File: src/rtl/prst_pkg.sv
package prst_pkg;
   typedef enum logic [1:0] {
      ST_OFF  = 2'd0,
      ST_HOLD = 2'd1,
      ST_RUN  = 2'd2,
      ST_DIP  = 2'd3
   } seq_state_e;
endpackage

File: src/rtl/prst_sync.sv
module prst_sync #(
   parameter int STAGES = 2
) (
   input  logic clk,
   input  logic rst_n,
   input  logic d,
   output logic q
);
   generate
      if (STAGES < 2) begin : g_bad_stages
         $error("prst_sync: STAGES must be at least 2 (R10)");
      end
   endgenerate

   logic [STAGES-1:0] chain;

   always_ff @(posedge clk or negedge rst_n) begin
      if (!rst_n) chain <= '0;
      else        chain <= {chain[STAGES-2:0], d};
   end

   assign q = chain[STAGES-1];
endmodule

File: src/rtl/prst_dropq.sv
module prst_dropq #(
   parameter int SYNC_STAGES = 2,
   parameter int DROP_TICKS  = 3
) (
   input  logic clk,
   input  logic rst_n,
   input  logic rtc_async,
   input  logic arm,
   output logic qual
);
   logic rtc_s, rtc_d, tick;

   prst_sync #(.STAGES(SYNC_STAGES)) u_rtc_sync (
      .clk(clk), .rst_n(rst_n), .d(rtc_async), .q(rtc_s)
   );

   always_ff @(posedge clk or negedge rst_n) begin
      if (!rst_n) rtc_d <= 1'b0;
      else        rtc_d <= rtc_s;
   end

   assign tick = rtc_s & ~rtc_d;

   generate
      if (DROP_TICKS < 1) begin : g_bad_drop
         $error("prst_dropq: DROP_TICKS must be at least 1 (R10)");
      end else if (DROP_TICKS == 1) begin : g_single
         assign qual = arm & tick;
      end else begin : g_count
         localparam int TW = $clog2(DROP_TICKS);
         localparam logic [TW-1:0] TLAST = TW'(DROP_TICKS - 1);
         logic [TW-1:0] tcnt;

         always_ff @(posedge clk or negedge rst_n) begin
            if (!rst_n)         tcnt <= '0;
            else if (!arm)      tcnt <= '0;
            else if (tick && tcnt != TLAST) tcnt <= tcnt + 1'b1;
         end

         assign qual = arm & tick & (tcnt == TLAST);

         p_tick_range_r7: assert property (@(posedge clk) disable iff (!rst_n)
            tcnt <= TLAST);
      end
   endgenerate
endmodule

File: src/rtl/prst_stretch.sv
module prst_stretch #(
   parameter int PULSE_CYCLES = 16
) (
   input  logic clk,
   input  logic rst_n,
   input  logic load,
   output logic done_nx
);
   generate
      if (PULSE_CYCLES < 1) begin : g_bad_pulse
         $error("prst_stretch: PULSE_CYCLES must be at least 1 (R10)");
      end
   endgenerate

   localparam int PW = $clog2(PULSE_CYCLES + 1);
   localparam logic [PW-1:0] PFULL = PW'(PULSE_CYCLES);

   logic [PW-1:0] pcnt;

   always_ff @(posedge clk or negedge rst_n) begin
      if (!rst_n)              pcnt <= '0;
      else if (load)           pcnt <= PFULL;
      else if (pcnt != '0)     pcnt <= pcnt - 1'b1;
   end

   assign done_nx = !load && (pcnt <= PW'(1));

   p_cnt_bound_r4: assert property (@(posedge clk) disable iff (!rst_n)
      pcnt <= PFULL);
   p_load_full_r4: assert property (@(posedge clk) disable iff (!rst_n)
      load |=> (pcnt == PFULL));
endmodule

File: src/rtl/plat_rst_seq.sv
module plat_rst_seq
   import prst_pkg::*;
#(
   parameter int SYNC_STAGES  = 2,
   parameter int HOLD_CYCLES  = 200000,
   parameter int PULSE_CYCLES = 200000,
   parameter int DROP_TICKS   = 3
) (
   input  logic clk,
   input  logic rst_n,
   input  logic core_pg_async,
   input  logic vr_pg_async,
   input  logic rtc_clk_async,
   input  logic sw_rst_req,
   output logic plat_rst_n
);
   generate
      if (HOLD_CYCLES < 1) begin : g_bad_hold
         $error("plat_rst_seq: HOLD_CYCLES must be at least 1 (R10)");
      end
   endgenerate

   localparam int HW = (HOLD_CYCLES > 1) ? $clog2(HOLD_CYCLES) : 1;
   localparam logic [HW-1:0] HLAST = HW'(HOLD_CYCLES - 1);

   logic core_s, vr_s, both_s, qual, load, done_nx, release_nx;
   seq_state_e    st, st_nx;
   logic [HW-1:0] hcnt, hcnt_nx;

   prst_sync #(.STAGES(SYNC_STAGES)) u_core_sync (
      .clk(clk), .rst_n(rst_n), .d(core_pg_async), .q(core_s)
   );
   prst_sync #(.STAGES(SYNC_STAGES)) u_vr_sync (
      .clk(clk), .rst_n(rst_n), .d(vr_pg_async), .q(vr_s)
   );

   assign both_s = core_s & vr_s;

   prst_dropq #(.SYNC_STAGES(SYNC_STAGES), .DROP_TICKS(DROP_TICKS)) u_dropq (
      .clk(clk), .rst_n(rst_n), .rtc_async(rtc_clk_async),
      .arm(st == ST_DIP), .qual(qual)
   );

   assign load = sw_rst_req | ((st == ST_DIP) & both_s);

   prst_stretch #(.PULSE_CYCLES(PULSE_CYCLES)) u_stretch (
      .clk(clk), .rst_n(rst_n), .load(load), .done_nx(done_nx)
   );

   always_comb begin
      st_nx   = st;
      hcnt_nx = hcnt;
      unique case (st)
         ST_OFF: begin
            hcnt_nx = '0;
            if (both_s) st_nx = ST_HOLD;
         end
         ST_HOLD: begin
            if (!both_s) begin
               st_nx   = ST_OFF;
               hcnt_nx = '0;
            end else if (hcnt == HLAST) begin
               st_nx   = ST_RUN;
               hcnt_nx = '0;
            end else begin
               hcnt_nx = hcnt + 1'b1;
            end
         end
         ST_RUN: begin
            if (!vr_s)        st_nx = ST_OFF;
            else if (!core_s) st_nx = ST_DIP;
         end
         ST_DIP: begin
            if (!vr_s)        st_nx = ST_OFF;
            else if (core_s)  st_nx = ST_RUN;
            else if (qual)    st_nx = ST_OFF;
         end
         default: st_nx = ST_OFF;
      endcase
   end

   assign release_nx = (st_nx == ST_RUN) & done_nx;

   always_ff @(posedge clk or negedge rst_n) begin
      if (!rst_n) begin
         st         <= ST_OFF;
         hcnt       <= '0;
         plat_rst_n <= 1'b0;
      end else begin
         st         <= st_nx;
         hcnt       <= hcnt_nx;
         plat_rst_n <= release_nx;
      end
   end

   p_release_pg_r2: assert property (@(posedge clk) disable iff (!rst_n)
      $rose(plat_rst_n) |-> $past(both_s));
   p_hold_low_r2: assert property (@(posedge clk) disable iff (!rst_n)
      (st == ST_HOLD) |-> !plat_rst_n);
   p_sw_assert_r3: assert property (@(posedge clk) disable iff (!rst_n)
      sw_rst_req |=> !plat_rst_n);
   p_core_drop_r5: assert property (@(posedge clk) disable iff (!rst_n)
      !core_s |=> !plat_rst_n);
   p_short_recover_r6: assert property (@(posedge clk) disable iff (!rst_n)
      (st == ST_DIP && both_s) |=> (st == ST_RUN && !plat_rst_n));
   p_hold_restart_r8: assert property (@(posedge clk) disable iff (!rst_n)
      (st == ST_HOLD && !both_s) |=> (st == ST_OFF));
   p_vr_drop_r9: assert property (@(posedge clk) disable iff (!rst_n)
      !vr_s |=> (st == ST_OFF && !plat_rst_n));
endmodule

File: config.mk
export PLATFORM = sky130hd
export DESIGN_NAME = plat_rst_seq
export DESIGN_NICKNAME = d
export VERILOG_FILES = /design/src/rtl/prst_pkg.sv /design/src/rtl/prst_sync.sv /design/src/rtl/prst_dropq.sv /design/src/rtl/prst_stretch.sv /design/src/rtl/plat_rst_seq.sv
export SDC_FILE = /design/constraint.sdc
export NUM_CORES = 1
export LEC_CHECK = 0
export ABC_AREA = 1
export BUFFER_PORTS_ARGS = -buffer_cell sky130_fd_sc_hd__buf_2
export CAP_MARGIN = 20
export CORE_UTILIZATION = 61
export CTS_BUF_LIST = sky130_fd_sc_hd__clkbuf_4 sky130_fd_sc_hd__clkbuf_8 sky130_fd_sc_hd__clkbuf_16
export CTS_CLUSTER_SIZE = 28
export DETAILED_ROUTE_END_ITERATION = 6
export PLACE_DENSITY = 0.76
export SLEW_MARGIN = 5
export SYNTH_ARGS = -nofsm -noshare
export SYNTH_HDL_FRONTEND = slang
export SYNTH_HIERARCHICAL = 1
export SYNTH_SLANG_ARGS = --single-unit
File: constraint.sdc
create_clock -name clk -period 1.9 [get_ports clk]
set_input_delay 0.38 -clock clk [delete_from_list [all_inputs] [get_ports clk]]
set_output_delay 0.38 -clock clk [all_outputs]
set_load 0.05 [all_outputs]
# --- Word-level counts from Yosys, hierarchy flattened ---
# Index checks and enable logic that the tools add are counted.
totals:
  mem_bits_rw: 0
  regBits: 48
  mem_count: 0
  latch_bits: 0
  output_inout_bits: 1
  romBits: 0
  wordCells: 52
op_classes:
  n_mul: 0
  n_reduce_logical: 7
  mux: 16
  n_bitwise: 8
  div: 0
  order_cmp: 1
  addsub: 3
  n_shift: 0
  eq_ne: 8
ops:
  columns: ["op", "count"]
  rows:
  - ["18-bit two-way mux", 4]
  - ["18-bit one-hot mux with 2 select lines", 1]
  - ["2-bit two-way mux", 10]
  - ["18-bit by 1-bit adder with 18-bit output, second input constant", 1]
  - ["18-bit == test, second input constant", 1]
  - ["18-bit by 1-bit <= comparator with 1-bit output, second input constant", 1]
  - ["18-bit nonzero test", 1]
  - ["18-bit by 1-bit subtractor with 18-bit output, second input constant", 1]
  - ["2-bit == test, second input constant", 4]
  - ["2-bit one-hot mux with 4 select lines", 1]
  - ["1-bit AND", 6]
  - ["2-bit inequality test, second input constant", 2]
  - ["2-bit nonzero test", 2]
  - ["2-bit by 1-bit adder with 2-bit output, second input constant", 1]
  - ["2-bit by 1-bit == test with 1-bit output, second input constant", 1]
  - ["1-bit logical AND", 2]
  - ["2-bit logical NOT", 1]
  - ["1-bit logical NOT", 1]
  - ["1-bit NOT", 1]
  - ["1-bit OR", 1]

# --- Logic depth before layout (Yosys ltp) ---
logic_depth:
  depth_word: 10
  depth_mapped: 10

# --- By module ---
# The synthesis kept the hierarchy.
by_module_without_submodules:
  columns: ["mod", "area_each_um2", "seq_area_each_um2", "cells_each", "instances"]
  rows:
  - ["plat_rst_seq", 1365.1, 525.5, 201, 1]
  - ["prst_stretch", 1123.6, 450.4, 161, 1]
  - ["prst_dropq", 155.1, 75.1, 19, 1]
  - ["prst_sync", 50.0, 50.0, 2, 3]

# --- Least setup slack after synthesis ---
# Ideal clock, no wire load.
synth_path:
  kind: "reg-to-reg"
  start: "reg st[1]"
  end: "reg u_stretch.pcnt[3]"
  slack_ps: 401
  t_arrival_ps: 1384
  required_time_ps: 1785
  synth_period_minus_slack_ps: 1499
  n_path_buf: 2
  stages_incl_launch_ff: 8
  path_cell_list: "dfrtp_1 -> buf_6 -> nand2_1 -> o21bai_1 -> inv_1 -> buf_1 -> nand4_1 -> inv_1"
synth_between:
  elab_chain_cells: 4
synth_rtl:
  columns: ["element", "line_no", "rtl"]
  rows:
  - ["from (decl)", "plat_rst_seq.sv:27", "seq_state_e st, st_nx;"]
  - ["from (signal assigned)", "plat_rst_seq.sv:90", "st <= st_nx;"]
  - ["2-bit == test (*)", "plat_rst_seq.sv:44", "assign load = sw_rst_req | ((st == ST_DIP) & both_s);"]
  - ["1-bit AND (*)", "plat_rst_seq.sv:44", null]
  - ["1-bit OR (*)", "plat_rst_seq.sv:44", null]
  - ["net load", "plat_rst_seq.sv:26", "logic core_s, vr_s, both_s, qual, load, done_nx, release_nx;"]
  - ["18-bit two-way mux / 2-bit nonzero test (equally long branches)", null, null]
  - ["to (signal assigned)", "prst_stretch.sv:23", "else if (pcnt != '0) pcnt <= pcnt - 1'b1;"]
  - ["to (decl)", "prst_stretch.sv:18", "logic [PW-1:0] pcnt;"]
# The timed path passes the listed nets; every way through them passes the cells marked *.
# A chain may end at the register's enable or synchronous reset.

# --- Worst setup path in the final report ---
layout_path:
  start: "reg u_stretch.pcnt[0]"
  end: "reg u_stretch.pcnt[13]"
layout_between:
  elab_chain_cells: 3
layout_rtl:
  columns: ["element", "line_no", "rtl"]
  rows:
  - ["18-bit by 1-bit subtractor with 18-bit output", "prst_stretch.sv:23", null]
  - ["18-bit two-way mux", "prst_stretch.sv:23", null]
  - ["18-bit two-way mux", "prst_stretch.sv:22", "else if (load) pcnt <= PFULL;"]
# Several ways; a longest one is shown, not always the timed one. The select of a mux whose other input is x is not followed.

==> impl_results.md <==
- Status: complete, no violations
- Worst R2R Start: u_stretch/pcnt[0]$_DFFE_PN0P_
- Pleak: around 1.5 nW
- Core Rows: 24
- Multiplexer share of the synthesized area: 0%
- Routed wire per std cell: 12.2 microns
- Post-Syn Nets: 397
- Synth-to-Final Area Change: 9.27%
- Final Net Count: between 400 and 500
- Synth cell types: 27
- Global route overflow: 0
- Num ports: 7
- Flop pwr share: a little under 50%
- Post-Route WL: between 5 and 6 mm
- Sequential area share after synthesis: 43.0%
- Type of origin of the critical path: register
- Total negative setup slack: 0 ns
- Worst Hold Class: in2async
- Die W: approximately 70 microns
- Final Hold Vio Count: 0
- DRT Pass-1 Iters: 4
- Clock power frac: between 30% and 40%
- Critical path type: reg2reg
- Clock Sinks: 48
- Worst-Margin Slew: about 0.51 ns
- Die height: around 70 microns
- Synthesis warning total: 6
- First-pass GRT wire length: 9.96 mm
- Post-Syn Instances: slightly below 400
- H-Tree Depth: 2
- Largest net degree at the start of global routing: 49
- CTS tree: done
- Switch share: roughly a quarter
- Crit end category: register
- CTS max path bufs: 2
- Max-cap violations: 0
- Synthesized flop and latch total: between 40 and 50
- I/O Buffers: 6
- Via count: between 2,000 and 2,500
- Final Setup Violations: 0
- Post-DP HPWL: about 4.2 mm
- CP required: about 2.1 ns
- Slew HR: between 60% and 70%
- Clock Skews: 0.0122 ns
- Placed Cells: 445
- Place WS: 0.165 ns
- Combinational share of power: around a tenth
- Final worst slack: 0.195 ns
- XOR/XNOR Fraction of Synth Area: approximately 1.3%
- Worst IR Drop VDD: 0.000693 V
- Fraction of layout cells with a size suffix above 1: between 10% and 20%
- Mapped cell area: 2790 sq um
- DRT iter0 DRCs: 128
- Die Area: approximately 4900 sq um
- Post-detailed-route count of antenna-violating nets: 0
- Main combinational cell family by area after synthesis: simple AND/OR/NAND/NOR gates
- Core area: 4380 sq um
- Critical Path Source: u_stretch/pcnt[0]$_DFFE_PN0P_
- CTS clk-pin slew, worst paths: ~0.10 ns
- Post-route insts no fill: between 400 and 500
- Synth Area in Adders: under 10%
- Period utilization: 89.7%
- Initial antenna violation count: 0
- Later-pin clock latency in the skew report: a little over 0.3 ns
- Final min period: 1.70 ns
- Max Fclk: approximately 590 MHz
- Inserted Diodes: 0
- Sw Pwr: approximately 0.00055 W
- Vias per cell: about 5.2
- Initial core utilization: 63.7%
- CTS Buf Count: 5
- Total GRT Usage: 25.8%
- Internal power: around 0.0017 W
- Simple-Gate Fraction of Synth Area: between 40% and 50%
- Pwr Total: between 0.002 and 0.0025 W
- Max-slew violations: 0
- RSZ-0062 raised after global routing: false
- Gp weighted congestion: roughly 0.92
- # DRC: 0
- Vias in the first global route: 2,339
- WP data arrival: about 1.9 ns
- Root buffer cell: clkbuf_8
- PwrDens: ~730 nW/um^2
- Crit path max fanout: 8
- Mean Syn Cell Area: slightly above 7 sq um
- Compound-Gate Fraction of Synth Area: just over 4%
## power by group through the flow
stage               clock, W  combinational, W  sequential, W
floorplan                  0          0.000163        0.00112
global placement           0          0.000226        0.00112
detailed placement         0          0.000230        0.00112
CTS                 0.000912          0.000232        0.00110
global route        0.000939          0.000270        0.00111
finish              0.000885          0.000233        0.00111
## cell usage after synthesis
master	n	area, sq um
nand2_1	99	372
nor2_1	68	255
inv_1	55	206
dfrtp_1	48	1200
nand3_1	39	195
nand4_1	13	81.3
o21ai_0	9	45.0
nand2_2	8	50.1
nor2_2	6	37.5
a21oi_1	5	25.0
nor2_4	5	56.3
or2_2	5	31.3
ha_1	4	50.1
o21bai_1	4	30.0
xor2_1	3	26.3
buf_6	2	22.5
nand3_2	2	20.0
nand3b_1	2	15.0
nor3_1	2	10.0
a21boi_0	1	7.51
a22oi_1	1	7.51
buf_1	1	3.75
clkinv_4	1	8.76
inv_2	1	3.75
inv_4	1	6.26
nand3_4	1	17.5
xnor2_1	1	8.76
## registers in the layout, indices dropped and copies added (netlist names)
signal	flops
u_stretch/pcnt	18
u_dropq/u_rtc_sync/chain	2
u_core_sync/chain	2
hcnt	18
u_vr_sync/chain	2
plat_rst_n	1
u_dropq/rtc_d	1
st	2
u_dropq/g_count.tcnt	2
## worst max-delay path: stages, from the launching register on
cell	delay, ns
dfrtp_1	0.42
inv_1	0.11
ha_2	0.24
nand2_2	0.10
nor2_4	0.17
nand3_4	0.14
nor2_4	0.20
buf_4	0.18
nor2_1	0.05
## final timing paths
kind                                                    endpoint  slack, ns  cells past startpoint
max in group asynchronous         u_stretch/pcnt[12]$_DFFE_PN0P_       1.64                      2
min in group clk           u_dropq/u_rtc_sync/chain[0]$_DFF_PN0_       0.18                      1
hold / removal                               hcnt[4]$_DFFE_PN0P_       0.02                      2
setup reg to reg                  u_stretch/pcnt[13]$_DFFE_PN0P_       0.20                      8
hold reg to reg            u_dropq/u_rtc_sync/chain[1]$_DFF_PN0_       0.36                      0
setup / recovery                  u_stretch/pcnt[13]$_DFFE_PN0P_       0.20                      8
## metrics by stage
step / utilization (%) / hold slack (ns) / area [sq um]
2_1_floorplan: - / 0.0844 / 2790
6_report: 69.6 / 0.0213 / 3050
4_1_cts: 69.2 / 0.0318 / 3040
5_1_grt: 69.6 / 0.0563 / 3050
3_3_place_gp: 66.1 / 0.332 / 2900
3_5_place_dp: 66.1 / 0.338 / 2900
## cells by family after synthesis
logic type / Yosys count
simple gates: 250
xor+xnor: 4
buf+inv: 61
compound gates: 20
fa+ha+maj: 4
flops: 48
## what timing repair did
action | 4_1_cts | 5_1_grt
gates resized for setup | 0 | 1
hold endpoints to repair | 0 | 0
buffers inserted | 0 | 2
setup endpoints to repair | 0 | 3
hold buffers | 0 | 0
## layout by cell type, fill, tap and decap left out, drive strengths merged
| cell type | Yosys | final |
|---|---|---|
| a21boi | 1 | 1 |
| a21oi | 5 | 5 |
| a22oi | 1 | 1 |
| buf | 3 | 11 |
| bufinv | 0 | 2 |
| clkbuf | 0 | 5 |
| clkinv | 1 | 1 |
| dfrtp | 48 | 48 |
| ha | 4 | 4 |
| inv | 57 | 58 |
| nand2 | 107 | 107 |
| nand3 | 42 | 42 |
| nand3b | 2 | 2 |
| nand4 | 13 | 13 |
| nor2 | 79 | 79 |
| nor3 | 2 | 2 |
| o21ai | 9 | 9 |
| o21bai | 4 | 4 |
| or2 | 5 | 5 |
| xnor2 | 1 | 1 |
| xor2 | 3 | 3 |
## layout make-up
cell class	count	area [sq um]
inverters	58	225
clock inverters	3	68.8
repair buffers	11	80.1
flip-flops and latches	48	1200
well taps	52	65.1
clock buffers	5	68.8
fillers	365	1330
multi-input cells	278	1340
## routing by layer
metal	track usage, %	share of wire, %	vias up
li1	-	-	1238
met1	30.4	44	1093
met2	47.1	51	33
met3	4.07	2.6	13
met4	9.78	2.1	0
met5	0	0	-
(Power assumes the default switching activity.)
